`src/rtl/cfg_bit_streamer.sv`:
```
module cfg_bit_streamer #(
  parameter int          DEPTH = 512,
  parameter logic [31:0] SEED  = 32'h1D2C_3B4A
) (
  input  logic clk,
  input  logic por,
  input  logic cs_n,
  input  logic rst_oe,
  output logic dout,
  output logic dout_oe,
  output logic casc_n
);
  localparam int AW = (DEPTH > 1) ? $clog2(DEPTH) : 1;
  localparam logic [AW-1:0] LAST = AW'(DEPTH - 1);

  function automatic logic [DEPTH-1:0] build_image();
    logic [DEPTH-1:0] img;
    for (int i = 0; i < DEPTH; i++)
      img[i] = ^((32'(i) * 32'h9E3779B1) ^ SEED);
    return img;
  endfunction

  localparam logic [DEPTH-1:0] IMAGE = build_image();

  logic [AW-1:0] addr;
  logic          done;
  logic          run;

  assign run = rst_oe & ~cs_n & ~done;

  always_ff @(posedge clk) begin
    if (por || !rst_oe) begin
      addr <= '0;
      done <= 1'b0;
    end else if (run) begin
      if (addr == LAST) done <= 1'b1;
      else              addr <= addr + 1'b1;
    end
  end

  assign dout_oe = run;
  assign dout    = run & IMAGE[addr];
  assign casc_n  = ~done;
endmodule


```
`config.mk`:
```
export PLATFORM = sky130hd
export DESIGN_NAME = cfg_bit_streamer
export DESIGN_NICKNAME = d
export VERILOG_FILES = /design/src/rtl/cfg_bit_streamer.sv
export SDC_FILE = /design/constraint.sdc
export NUM_CORES = 1
export LEC_CHECK = 0
export CAP_MARGIN = 10
export CORE_MARGIN = 3
export CORE_UTILIZATION = 55
export CTS_BUF_LIST = sky130_fd_sc_hd__clkbuf_16
export DETAILED_ROUTE_END_ITERATION = 8
export HOLD_SLACK_MARGIN = 0.03
export PLACE_DENSITY_LB_ADDON = 0.3
export SYNTH_ARGS = -nofsm -noshare
export SYNTH_HDL_FRONTEND = slang
export SYNTH_SLANG_ARGS = --single-unit
```
`constraint.sdc`:
```
create_clock -name clk -period 3.9 [get_ports clk]
set_input_delay 0.78 -clock clk [delete_from_list [all_inputs] [get_ports clk]]
set_output_delay 0.78 -clock clk [all_outputs]
set_load 0.02 [all_outputs]
```
==> impl_metrics.json, run 1 <==
{
  "syn_avg_cell_area_sq_um": 7.30,
  "hold_violations": 0,
  "crit_end_element": "register",
  "place.detailed.hpwl_mm": 4.89,
  "post_dp_cell_area_sq_mm": 0.00209,
  "core_area_sq_mm": 0.00310,
  "placement.io_buffers": 6,
  "grt_start_max_net_pins": 25,
  "vdd.ir_drop.worst_uv": 104,
  "synth_fa_ha_area_share_pct": 7.61,
  "antenna-diode-count": 0,
  "synth_xor_xnor_area_share_pct": 2.90,
  "route.antenna.remaining_nets": 0,
  "cts.htree.levels": 1,
  "synth.mux.area_fraction_pct": 6.29,
  "drt_first_pass_iters": 6,
  "cts-root-to-sink-buffers": 2,
  "die_height_um": 63.4,
  "cts-root-buf": "sky130_fd_sc_hd__clkbuf_16",
  "worst_skew_pair.late_latency_ns": 0.24,
  "pre_cts_slack_ns": -0.0522,
  "starting_density_of_the_core_pct": 58.3,
  "pwr_density_cell_mw_per_mm2": 168,
  "post-route-min-period_ns": 3.85,
  "clk_transition_reported_paths_ns": 0.04,
  "post-route-cell-area_sq_mm": 0.00218,
  "routed_wl_mm": 6.57,
  "synth_simple_gate_area_share_pct": 26.3,
  "synth_enable_flop_cells": 0,
  "syn_to_final_growth_pct": 20.5,
  "cts_buffers": 3,
  "synthArstFlopShare_pct": 0,
  "cts_tree": "yes",
  "timing.critical_path.required_ns": 3.98,
  "drc": 0,
  "max-cap-violations": 0,
  "drt_iter0_drc": 326,
  "synth_top_family_by_area": "compound AO/OA/AOI/OAI gates",
  "synth.net_count": 263,
  "fp.dieArea_sq_mm": 0.00401,
  "worstPathArrival_ns": 3.93,
  "slew_headroom_pct": 63.4,
  "grt_util_all_layers_pct": 33.5,
  "final_core_utilization_pct": 70.2,
  "worst_slew_pin_tran_ns": 0.548,
  "die_x_um": 63.4,
  "timing.final.setup_violations": 0,
  "gp_congestion": 1.00,
  "fraction_of_final_layout_cells_with_drive_strength_greater_than_1_pct": 18.8,
  "critPathMaxFanout": 17,
  "setup.worst_path.class": "input pin to register",
  "unique_cell_type_count_in_the_yosys_netlist": 65,
  "vias_per_cell": 7.12,
  "synthesis.yosys.warnings": 0,
  "postSynthRegisterBits": 11,
  "via_count": 2250,
  "grt-ovfl-total": 0,
  "postLayoutSetupSlackWorst_ns": 0.0511,
  "io-pin-count": 7,
  "max_freq_ghz": 0.260,
  "total_leakage_power_nw": 0.888,
  "finalNetCount": 288,
  "antenna_found_initial": 0,
  "detail_route.wl_per_cell_um": 20.8,
  "synth_compound_gate_area_share_pct": 36.6,
  "synthesis.instances": 248,
  "yosysSeqAreaShare_pct": 12.2,
  "status": "finished clean",
  "vias_in_the_first_global_route": 2115,
  "netlist_area_sq_mm": 0.00181,
  "rows": 20,
  "drv_slew": 0,
  "start_kind": "input pin",
  "finalPower_w": 0.000365,
  "rsz0062_at_grt": "false",
  "grt_pass1_wl_mm": 10.8,
  "synth_ff_type": "sky130_fd_sc_hd__dfxtp_1",
  "tritoncts_num_sinks": 11,
  "hp-class": "register to register",
  "skew_ns": 0.00627,
  "timing.final.crit_share_pct": 98.7
}
==> layer usage <==
metal,routed length (um),GRT usage [%],up-vias,share of wire [%]
li1,-,-,1013,-
met1,2690,45.0,1041,41
met2,2820,51.8,168,43
met3,772,6.60,28,12
met4,283,14.3,0,4.3
met5,0,0,-,0
==> worst max-delay path, stage by stage <==
cell and delay [ns]:
sky130_fd_sc_hd__clkdlybuf4s50_1 0.54, sky130_fd_sc_hd__or4b_1 0.51, sky130_fd_sc_hd__buf_12 0.18, sky130_fd_sc_hd__o211a_1 0.29, sky130_fd_sc_hd__nor2_2 0.35, sky130_fd_sc_hd__inv_2 0.20
sky130_fd_sc_hd__a221oi_1 0.32, sky130_fd_sc_hd__o32ai_1 0.12, sky130_fd_sc_hd__o311ai_0 0.44, sky130_fd_sc_hd__nand4_1 0.19
==> final timing paths <==
kind	depth (start not counted)	slack, ns	from	end
min	2	0.56	done	done
max reg2reg	13	0.18	addr[0]	register
min reg2reg	2	0.56	done	done
max	10	0.05	rst_oe	register
==> synthesized netlist by cell type (all sizes together), types with 4 or more instances <==
cell type / count / share of area (%)
a211oi: 10 / 4.1
a21oi: 13 / 3.6
buf: 14 / 4.6
clkbuf: 4 / 0.83
dfxtp: 11 / 12
ha: 11 / 7.6
inv: 11 / 2.3
mux2i: 8 / 4.4
nand2: 20 / 4.4
nand3: 12 / 3.3
nand4: 5 / 1.7
nor2: 17 / 3.8
nor3: 11 / 3.9
o211ai: 9 / 3.7
o21a: 4 / 1.7
o21ai: 18 / 5.0
o311a: 4 / 2.2
o311ai: 5 / 2.4
xor2: 4 / 1.9
==> report_power, final <==
group | internal, W | switching, W | total (W)
registers | 0.000114 | 0.000000304 | 0.000114
clock network | 0.000135 | 0.0000572 | 0.000192
logic | 0.0000265 | 0.0000324 | 0.0000589
==> sequential cells by signal (all words and copies together) (netlist names), named ones only <==
name / cells
done: 1
addr: 9
==> cell usage in the layout (no fill, tap or decap), types with 9 or more instances in the layout <==
cell | Yosys | routed
sky130_fd_sc_hd__nor2_1 | 15 | 15
sky130_fd_sc_hd__nor3_1 | 9 | 9
sky130_fd_sc_hd__dfxtp_1 | 11 | 11
sky130_fd_sc_hd__ha_1 | 11 | 11
sky130_fd_sc_hd__o21ai_0 | 18 | 18
sky130_fd_sc_hd__buf_4 | 2 | 30
sky130_fd_sc_hd__a21oi_1 | 13 | 13
sky130_fd_sc_hd__inv_1 | 9 | 10
sky130_fd_sc_hd__a211oi_1 | 10 | 10
sky130_fd_sc_hd__nand3_1 | 12 | 12
sky130_fd_sc_hd__nand2_1 | 18 | 18
sky130_fd_sc_hd__o211ai_1 | 9 | 9
==> kinds of logic after synthesis <==
family / Yosys count
multiplexers: 11
XOR/XNOR: 6
adder cells (fa/ha/maj): 11
buffers and inverters: 31
flip-flops: 11
AND/OR/NAND/NOR: 85
AO/OA/AOI/OAI: 93
==> metrics by stage <==
| stage | std cells | hold WS, ns | TNS, ns |
|---|---|---|---|
| floorplan | 248 | 0.513 | 0 |
| global placement | 311 | 0.513 | -0.0151 |
| detailed placement | 311 | 0.572 | -0.0522 |
| CTS | 315 | 0.560 | 0 |
| global route | 316 | 0.617 | 0 |
| finish | 316 | 0.558 | 0 |
==> layout make-up <==
cell class	instances	area [sq um]
Multi-Input combinational cell	206	1450
Timing Repair Buffer	38	325
Sequential cell	11	220
Inverter	13	48.8
Clock inverter	1	3.75
Fill cell	266	923
Clock buffer	3	75.1
Tap cell	44	55.1
==> what timing repair did <==
item,CTS,global route
gates resized for setup,0,2
buffers inserted,0,1
endpoints found under the setup margin,0,1
endpoints found under the hold margin,0,0
hold buffers,0,0
Power figures use the tool's default switching activity.
==> run 2, diff against run 1 <==
--- a/config.mk
+++ b/config.mk
@@ -15,3 +15,4 @@
 export SYNTH_ARGS = -nofsm -noshare
 export SYNTH_HDL_FRONTEND = slang
 export SYNTH_SLANG_ARGS = --single-unit
+export TNS_END_PERCENT = 5
==> results of run 2 <==
No change in the layout: final DEF, timing and power equal those of run 1.
